<file path="config.mk">
export PLATFORM = sky130hd
export DESIGN_NAME = dpw_arbiter
export DESIGN_NICKNAME = d
export VERILOG_FILES = /design/src/rtl/dpw_pkg.sv /design/src/rtl/dpw_cfg_latch.sv /design/src/rtl/dpw_write_owner.sv /design/src/rtl/dpw_route.sv /design/src/rtl/dpw_arbiter.sv
export SDC_FILE = /design/constraint.sdc
export NUM_CORES = 1
export LEC_CHECK = 0
export BUFFER_PORTS_ARGS = -buffer_cell sky130_fd_sc_hd__clkbuf_2
export CORE_AREA = 2 2 39 41
export CTS_CLUSTER_DIAMETER = 80
export DETAILED_ROUTE_END_ITERATION = 8
export DIE_AREA = 0 0 41 43
export HOLD_SLACK_MARGIN = 0.12
export PLACE_DENSITY = 0.53
export SYNTH_ARGS = -nofsm -noshare
export SYNTH_HDL_FRONTEND = slang
export SYNTH_SLANG_ARGS = --single-unit
</file>
<file path="constraint.sdc">
create_clock -name clk -period 1 [get_ports clk]
set_input_delay 0.1 -clock clk [delete_from_list [all_inputs] [get_ports clk]]
set_output_delay 0.1 -clock clk [all_outputs]
set_load 0.1 [all_outputs]
</file>
<file path="src/rtl/dpw_pkg.sv">
package dpw_pkg;
    localparam int NPORT  = 2;
    localparam int BANK_W = 1;

    typedef enum logic [1:0] {
        OWN_NONE = 2'd0,
        OWN_P0   = 2'd1,
        OWN_P1   = 2'd2
    } owner_e;

    typedef struct packed {
        logic              single;
        logic [BANK_W-1:0] bank;
    } cfg_t;

    function automatic owner_e owner_of(input int port);
        return (port == 0) ? OWN_P0 : OWN_P1;
    endfunction

    function automatic logic [BANK_W-1:0] bank_of(input cfg_t c, input int port);
        if (c.single)
            return (port == 0) ? c.bank : '0;
        return BANK_W'(port);
    endfunction
endpackage

</file>
<file path="src/rtl/dpw_cfg_latch.sv">
module dpw_cfg_latch
    import dpw_pkg::*;
(
    input  logic             clk,
    input  logic             rst,
    input  logic             single_i,
    input  logic [BANK_W-1:0] bank_i,
    input  logic [NPORT-1:0] busy_i,
    output cfg_t             cfg_o
);
    logic idle;

    assign idle = !busy_i[0] && (cfg_o.single || !busy_i[1]);

    always_ff @(posedge clk) begin
        if (rst) begin
            cfg_o <= '0;
        end else if (idle) begin
            cfg_o.single <= single_i;
            cfg_o.bank   <= bank_i;
        end
    end

    assert_cfg_hold_R9: assert property (@(posedge clk) disable iff (rst)
        !idle |=> $stable(cfg_o));
endmodule

</file>
<file path="src/rtl/dpw_write_owner.sv">
module dpw_write_owner
    import dpw_pkg::*;
(
    input  logic             clk,
    input  logic             rst,
    input  logic             single_i,
    input  logic             wr_allow_i,
    input  logic [NPORT-1:0] d0_i,
    input  logic [NPORT-1:0] wdone_i,
    output owner_e           owner_o
);
    owner_e owner_n;
    logic   p1_live;

    assign p1_live = !single_i;

    always_comb begin
        owner_n = owner_o;
        unique case (owner_o)
            OWN_NONE: begin
                if (wr_allow_i) begin
                    if (d0_i[0])
                        owner_n = OWN_P0;
                    else if (d0_i[1] && p1_live)
                        owner_n = OWN_P1;
                end
            end
            OWN_P0:  if (wdone_i[0]) owner_n = OWN_NONE;
            OWN_P1:  if (wdone_i[1]) owner_n = OWN_NONE;
            default: owner_n = OWN_NONE;
        endcase
    end

    always_ff @(posedge clk) begin
        if (rst) owner_o <= OWN_NONE;
        else     owner_o <= owner_n;
    end

    assert_no_steal_p0_R5: assert property (@(posedge clk) disable iff (rst)
        (owner_o == OWN_P0) |=> (owner_o != OWN_P1));
    assert_no_steal_p1_R5: assert property (@(posedge clk) disable iff (rst)
        (owner_o == OWN_P1) |=> (owner_o != OWN_P0));
    assert_protect_R8: assert property (@(posedge clk) disable iff (rst)
        (!wr_allow_i && owner_o == OWN_NONE) |=> (owner_o == OWN_NONE));
    assert_tie_p0_R4: assert property (@(posedge clk) disable iff (rst)
        (owner_o == OWN_NONE && wr_allow_i && d0_i[0]) |=> (owner_o == OWN_P0));
    assert_single_p1_R6: assert property (@(posedge clk) disable iff (rst)
        (single_i && owner_o == OWN_NONE) |=> (owner_o != OWN_P1));
endmodule

</file>
<file path="src/rtl/dpw_route.sv">
module dpw_route
    import dpw_pkg::*;
(
    input  cfg_t                    cfg_i,
    input  owner_e                  owner_i,
    input  logic                    mon_en_i,
    output logic [NPORT-1:0]        serve_o,
    output logic [NPORT-1:0]        wgrant_o,
    output logic [NPORT*BANK_W-1:0] bank_o,
    output logic                    mon_sel_o,
    output logic                    mon_oe_o
);
    for (genvar gi = 0; gi < NPORT; gi++) begin : g_port
        logic active;
        logic locked;
        assign active  = (gi == 0) ? 1'b1 : !cfg_i.single;
        assign locked  = (owner_i != OWN_NONE) && (owner_i != owner_of(gi));
        assign serve_o[gi]  = active && !locked;
        assign wgrant_o[gi] = (owner_i == owner_of(gi));
        assign bank_o[gi*BANK_W +: BANK_W] = bank_of(cfg_i, gi);
    end

    assign mon_sel_o = cfg_i.single ? 1'b0 : cfg_i.bank[0];
    assign mon_oe_o  = mon_en_i;
endmodule

</file>
<file path="src/rtl/dpw_arbiter.sv">
module dpw_arbiter
    import dpw_pkg::*;
(
    input  logic       clk,
    input  logic       rst,
    input  logic       mode_single_i,
    input  logic       bank_sel_i,
    input  logic       mon_en_i,
    input  logic       wr_allow_i,
    input  logic [1:0] p_busy_i,
    input  logic [1:0] p_d0_i,
    input  logic [1:0] p_wdone_i,
    output logic [1:0] p_serve_o,
    output logic [1:0] p_wgrant_o,
    output logic [1:0] p_bank_o,
    output logic       mon_sel_o,
    output logic       mon_oe_o
);
    cfg_t   cfg;
    owner_e owner;

    dpw_cfg_latch u_cfg (
        .clk      (clk),
        .rst      (rst),
        .single_i (mode_single_i),
        .bank_i   (bank_sel_i),
        .busy_i   (p_busy_i),
        .cfg_o    (cfg)
    );

    dpw_write_owner u_own (
        .clk        (clk),
        .rst        (rst),
        .single_i   (cfg.single),
        .wr_allow_i (wr_allow_i),
        .d0_i       (p_d0_i),
        .wdone_i    (p_wdone_i),
        .owner_o    (owner)
    );

    dpw_route u_route (
        .cfg_i     (cfg),
        .owner_i   (owner),
        .mon_en_i  (mon_en_i),
        .serve_o   (p_serve_o),
        .wgrant_o  (p_wgrant_o),
        .bank_o    (p_bank_o),
        .mon_sel_o (mon_sel_o),
        .mon_oe_o  (mon_oe_o)
    );

    assert_lock_p1_R5: assert property (@(posedge clk) disable iff (rst)
        p_wgrant_o[0] |-> !p_serve_o[1]);
    assert_lock_p0_R5: assert property (@(posedge clk) disable iff (rst)
        p_wgrant_o[1] |-> !p_serve_o[0]);
    assert_owner_served_R3: assert property (@(posedge clk) disable iff (rst)
        (p_wgrant_o & ~p_serve_o) == 2'b00);
    assert_release_R5: assert property (@(posedge clk) disable iff (rst)
        (p_wgrant_o[0] && p_wdone_i[0]) |=> !p_wgrant_o[0]);
    assert_single_mon_R7: assert property (@(posedge clk) disable iff (rst)
        (!p_serve_o[1] && !p_wgrant_o[0] && $countones(p_wgrant_o) == 0) |-> !mon_sel_o);
endmodule

</file>
==> results of run 1 <==
## placed cells by master (no fill, tap or decap), drive strengths merged
cell,instances
dfxtp,4
nor3b,1
nor3,2
inv,2
buf,10
a41oi,1
dlygate4sd3,2
nor2b,1
mux2,1
nor2,7
a21oi,1
clkbuf,13
and2,1
mux2i,1
nand2,1
nand2b,2
and2b,1
## timing repair
item	CTS	global route
hold endpoints to repair	4	0
cloned	0	0
hold buffers	2	0
gates resized for setup	6	2
buffers inserted	2	0
pin swaps	1	2
endpoints found under the setup margin	6	6
## how the worst max path moves through the flow
stage                                             start       endpoint  slack [ns]  cells after the start
after floorplan           u_own.owner_o[1]$_SDFFE_PP0P_  p_wgrant_o[1]       -0.52                      2
after global placement    u_own.owner_o[1]$_SDFFE_PP0P_  p_wgrant_o[1]        0.10                      3
after detailed placement  u_own.owner_o[1]$_SDFFE_PP0P_  p_wgrant_o[1]        0.10                      3
after CTS                   u_cfg.cfg_o[1]$_SDFFE_PP0P_   p_serve_o[1]       -0.10                      3
after global routing      u_own.owner_o[1]$_SDFFE_PP0P_  p_wgrant_o[0]       -0.12                      2
final                     u_own.owner_o[1]$_SDFFE_PP0P_  p_wgrant_o[0]       -0.09                      2
## synthesized netlist by cell type
| cell type | number |
|---|---|
| nor2_1 | 7 |
| dfxtp_1 | 4 |
| buf_4 | 2 |
| inv_1 | 2 |
| nand2b_1 | 2 |
| a21oi_2 | 1 |
| a41oi_1 | 1 |
| and2_1 | 1 |
| and2b_2 | 1 |
| mux2_4 | 1 |
| mux2i_1 | 1 |
| nand2_1 | 1 |
| nor2b_1 | 1 |
| nor3_1 | 1 |
| nor3_2 | 1 |
| nor3b_1 | 1 |
## power by group
part	switching [W]	internal (W)	total (W)
registers	0.0000127	0.000168	0.000180
logic	0.000151	0.000110	0.000262
clock network	0.0000622	0.000134	0.000196
total	0.000226	0.000412	0.000638
## kinds of logic (layout without fill, tap and decap cells)
logic type,Yosys count,count (layout),share of synthesized area (%)
buffers and inverters,4,27,9.73
DFF,4,4,34.6
muxes,2,2,10.8
and+or+nand+nor,16,16,37.3
AOI/OAI and AO/OA,2,2,7.57
## final cells by class
class	count	area (um2)	area share (%)
timing repair buffer	22	236	44.0
tap	16	20.0	3.72
inverter	2	7.51	1.40
sequential	4	90.1	16.7
multi-input combinational	20	161	30.0
clock buffer	3	22.5	4.19
## sequential cells by signal (all words and copies together), names as in the netlist
register	cells
u_cfg.cfg_o	2
u_own.owner_o	2
## worst min-delay path: cells and delay by family
family        cells  cell delay [ns]
mux               1             0.13
buf+inv           1             0.08
simple gates      1             0.03
## per-stage QoR
step	TNS (ns)	area [um2]	utilization (%)	power, W
after detailed placement	0	468	33.8	0.000430
after floorplan	-0.788	265	-	0.000353
after global placement	0	468	33.8	0.000428
after CTS	-0.325	536	38.7	0.000649
final	-0.301	538	38.9	0.000638
after global routing	-0.461	538	38.9	0.000674
## metal layers
layer / track usage [%] / share of wire, % / routed length (um) / vias up
met2: 13.4 / 60 / 380 / 6
li1: - / - / - / 137
met5: 0 / 0 / 0 / -
met1: 7.07 / 34 / 218 / 117
met3: 3.14 / 5.2 / 33 / 0
met4: 6.00 / 0 / 0 / 0
==> impl_results.md, run 1 <==
* Critical Path RT at approximately 0.90 ns
* Yosys cell types at 16
* Delay-heaviest family, CP: flip-flops
* Cell Count, Final, Fillers Out at 67
* Mapped Nets at 40
* Vias in the first global route at around 240
* Sequential share of the synthesized area at 34.6%
* Top Ports at 20
* DPL Wire Length at between 400 and 500 um
* Worst hold path endpoint: u_own.owner_o[0]$_SDFFE_PP0P_
* Die Y at roughly 43 um
* Post-Route WL at between 600 and 700 um
* HP Start: p_wdone_i[0]
* GRT Total Usage at under 10%
* Diodes inserted at 0
* Wirelength per Cell at between 9 and 10 um
* CTS Sinks at 4
* First-pass detailed-route iteration total at 2
* GRT overflow at 0
* Die area at between 0.0015 and 0.002 mm2
* CTS Root Cell: clkbuf_4
* Placed Cells at 60
* Reg clk slew, reported paths at around 0.04 ns
* Failing checks: setup timing
* Syn avg cell area at between 8 and 9 um2
* Outcome: finished, violations left
* Critical Path Start Type: flip-flop
* Reg-to-reg setup timing slack at about 0.090 ns
* Max Cap Viol at 0
* Worst Max-Slew Pin Slew at approximately 0.30 ns
* Max Slew Vio Count at 0
* Clock Tree Buf Depth at 2
* Layout cells sized above 1 at between 70% and 80%
* Setup ws final at -0.0893 ns
* Fillers at ~140
* Highest clock rate at roughly 900 MHz
* Pwr dens at about 1200 mW/mm2
* Residual DRC count at 0
* Period minus WS final at approximately 1.1 ns
* CP max stage delay at ~0.36 ns
* GP Congestion at roughly 0.7
* First-pass GRT wire length at 883 um
* Mapped Cells at 28
* CTS tree: yes
* Die W at approximately 41 um
* HP Class: in2reg
* Pre-CTS WS at about 0.10 ns
* Worst hold path depth at 3
* Skew final at approximately 0.0075 ns
* Crit path DAT at 0.99 ns
* Initial core utilization at around 17%
* Port buffer count at 17
* Buf/Inv on CP at 1
* Num CTS Buffers at 3
* Area growth syn-to-layout at 132%
* Number of setup violations in the final report at 5
* Synth Cell Area at about 230 um2
* R2R Path End: u_own.owner_o[1]$_SDFFE_PP0P_
* Hold Vio Cnt, Final at 0
* Min Hold Slack at 0.144 ns
* Worst VDD drop at about 0.45 mV
* H-tree Lvls at 1
* Initial antenna violation count at 0
* Antenna viol nets, final at 0
* Row cnt at 14
* CP Class: reg2out
* Dominant cells by area after synthesis: dfxtp_1 35%, nor2_1 11%, buf_4 6.5%
* Vias/cell at between 3 and 4
* RSZ-0062 raised after global routing: yes
* FF-to-FF path depth at 5
* Worst path cell trace: and2b_2 -> buf_12
* Crit Path Max Fanout at 5
* Critical path capture point type: output port
* Slowest CP cell: dfxtp_4
* FF-to-FF Start: u_cfg.cfg_o[1]$_SDFFE_PP0P_
* Synth Warn # at 0
* Clk Latency, worst-skew pair at around 0.23 ns
* Synth Register Bits at 4
* Vias post-DR at between 200 and 300
* Leakage at 0.238 nW
* Largest net degree at the start of global routing at 6
* Yosys top cell by area: dfxtp_1
* Final nets at 65
* Final period utilization at 109%
* Starting DRT DRC Count at 1
* Core Area at about 0.0014 mm2
* Top cell type's share of synthesized area at 34.6%
* Worst rel slew slack at around four fifths
Power figures use the tool's default switching activity.
==> run 2: changes to the inputs <==
Clock period 1 ns to 1.32 ns, I/O delays scaled along.
==> run 2 against run 1 <==
Compared with the run above: via count decreased by 3.8%; global-route usage decreased by 0.10 points; highest routed layer unchanged; worst setup slack improved by 0.17 ns; largest cell class unchanged; total power decreased by 27%; design area decreased by 13%; the flow now finishes without violations; clock skew decreased by 0.0051 ns.
==> impl_results.md, run 2 (same netlist as run 1, synthesis figures left out) <==
* Outcome: complete, no violations
* HP Class: in2reg
* Pre-CTS WS at 0.313 ns
* GRT Total Usage at around 8%
* Die area at 0.00176 mm2
* Post-DP Area at about 440 um2
* Core Area at approximately 0.0014 mm2
* Port buffer count at 17
* Residual DRC count at 0
* Skew final at 0.00245 ns
* Hold_buf cts at 0
* Largest net degree at the start of global routing at 6
* Row cnt at 14
* Post-CTS setup buffer count at 0
* H-tree Lvls at 1
* Top flop regs: u_cfg.cfg_o: 2 flops, u_own.owner_o: 2 flops
* Crit Path Max Fanout at 5
* Worst rel slew slack at about four fifths
* Leakage at roughly 0.21 nW
* CTS tree: yes
* Period minus WS final at about 1.2 ns
* Critical Path Start Type: flip-flop
* Hold Vio Cnt, Final at 0
* Layout cells sized above 1 at about 59%
* Final nets at 60
* Worst VDD drop at 0.299 mV
* Vias post-DR at 250
* Vias in the first global route at about 250
* Die Y at ~43 um
* Placed Cells at 59
* Highest clock rate at 806 MHz
* RSZ-0062 raised after global routing: no
* First-pass GRT wire length at about 900 um
* Clock Tree Buf Depth at 2
* Worst Max-Slew Pin Slew at 0.299 ns
* Die W at 41 um
* Final instance area at 467 um2
* Critical Path RT at approximately 1.2 ns
* DPL Wire Length at approximately 480 um
* Diodes inserted at 0
* Fillers at ~160
* GP Congestion at between 0.5 and 0.6
* Initial core utilization at roughly 17%
* Area growth syn-to-layout at 102%
* Most common cell after layout, fill and taps aside: clkbuf_2
* Pwr dens at about 990 mW/mm2
* Cell Count, Final, Fillers Out at between 60 and 70
* CTS resizes at 0
* CP Class: reg2out
* Number of setup violations in the final report at 0
* Crit path DAT at between 1 and 1.5 ns
* Wirelength per Cell at approximately 8.8 um
* Commonest non-fill, non-tap cells in the layout: 10 x clkbuf_2, 7 x buf_12, 5 x nor2_1
* Initial antenna violation count at 0
* First-pass detailed-route iteration total at 2
* Max Slew Vio Count at 0
* Post-Route WL at approximately 540 um
* Clk Latency, worst-skew pair at between 0.2 and 0.25 ns
* Starting DRT DRC Count at 2
* GRT overflow at 0
* CTS Sinks at 4
* Top Ports at 20
* Critical path capture point type: output port
* Antenna viol nets, final at 0
* CTS Root Cell: clkbuf_4
* Reg clk slew, reported paths at approximately 0.040 ns
* Num CTS Buffers at 3
* Max Cap Viol at 0
* Vias/cell at between 4 and 5
* Setup ws final at between 0.07 and 0.08 ns
* Final period utilization at between 90 and 100%
-- run 2: where the power goes --
group | internal, W | leakage [nW] | total, W | switching (W)
sequential | 0.000128 | 0.0328 | 0.000138 | 0.00000963
clock | 0.000101 | 0.0138 | 0.000148 | 0.0000469
combinational | 0.0000690 | 0.162 | 0.000178 | 0.000109
-- run 2: worst paths after layout --
kind	cells past startpoint	startpoint	endpoint	slack (ns)
worst min-delay path	2	rst	u_own.owner_o[0]$_SDFFE_PP0P_	0.13
worst min register to register	2	u_cfg.cfg_o[0]$_SDFFE_PP0P_	u_cfg.cfg_o[0]$_SDFFE_PP0P_	0.48
worst max register to register	3	u_cfg.cfg_o[1]$_SDFFE_PP0P_	u_cfg.cfg_o[0]$_SDFFE_PP0P_	0.33
worst max-delay path	2	u_own.owner_o[0]$_SDFFE_PP0P_	p_wgrant_o[0]	0.08
-- run 2: per-stage QoR --
stage	total power [W]	setup TNS [ns]	util, %	hold WS [ns]
detailed placement	0.000318	0	32.1	0.265
global placement	0.000317	0	32.1	0.265
floorplan	0.000263	-0.242	-	0.202
CTS	0.000476	0	33.7	0.126
finish	0.000464	0	33.7	0.133
global route	0.000487	0	33.7	0.137
-- run 2: routing by layer --
metal | share of wire (%) | routed length, um | vias to the layer above | global-route usage (%)
met1 | 41 | 225 | 110 | 8.36
met2 | 45 | 245 | 12 | 10.9
met3 | 13 | 73 | 0 | 4.71
met4 | 0 | 0 | 0 | 6.00
li1 | - | - | 128 | -
met5 | 0 | 0 | - | 0
-- run 2: critical path, stage by stage (launching register included) --
cell	delay, ns
dfxtp_1	0.48
and2b_2	0.22
buf_12	0.17
-- run 2: layout make-up --
type                    count  area (um2)  area share [%]
clock buffers               3        22.5            4.83
inverters                   2        7.51            1.61
multi-input cells          20         146            31.4
flip-flops and latches      4        80.1            17.2
well taps                  16        20.0            4.29
repair buffers             17         190            40.8
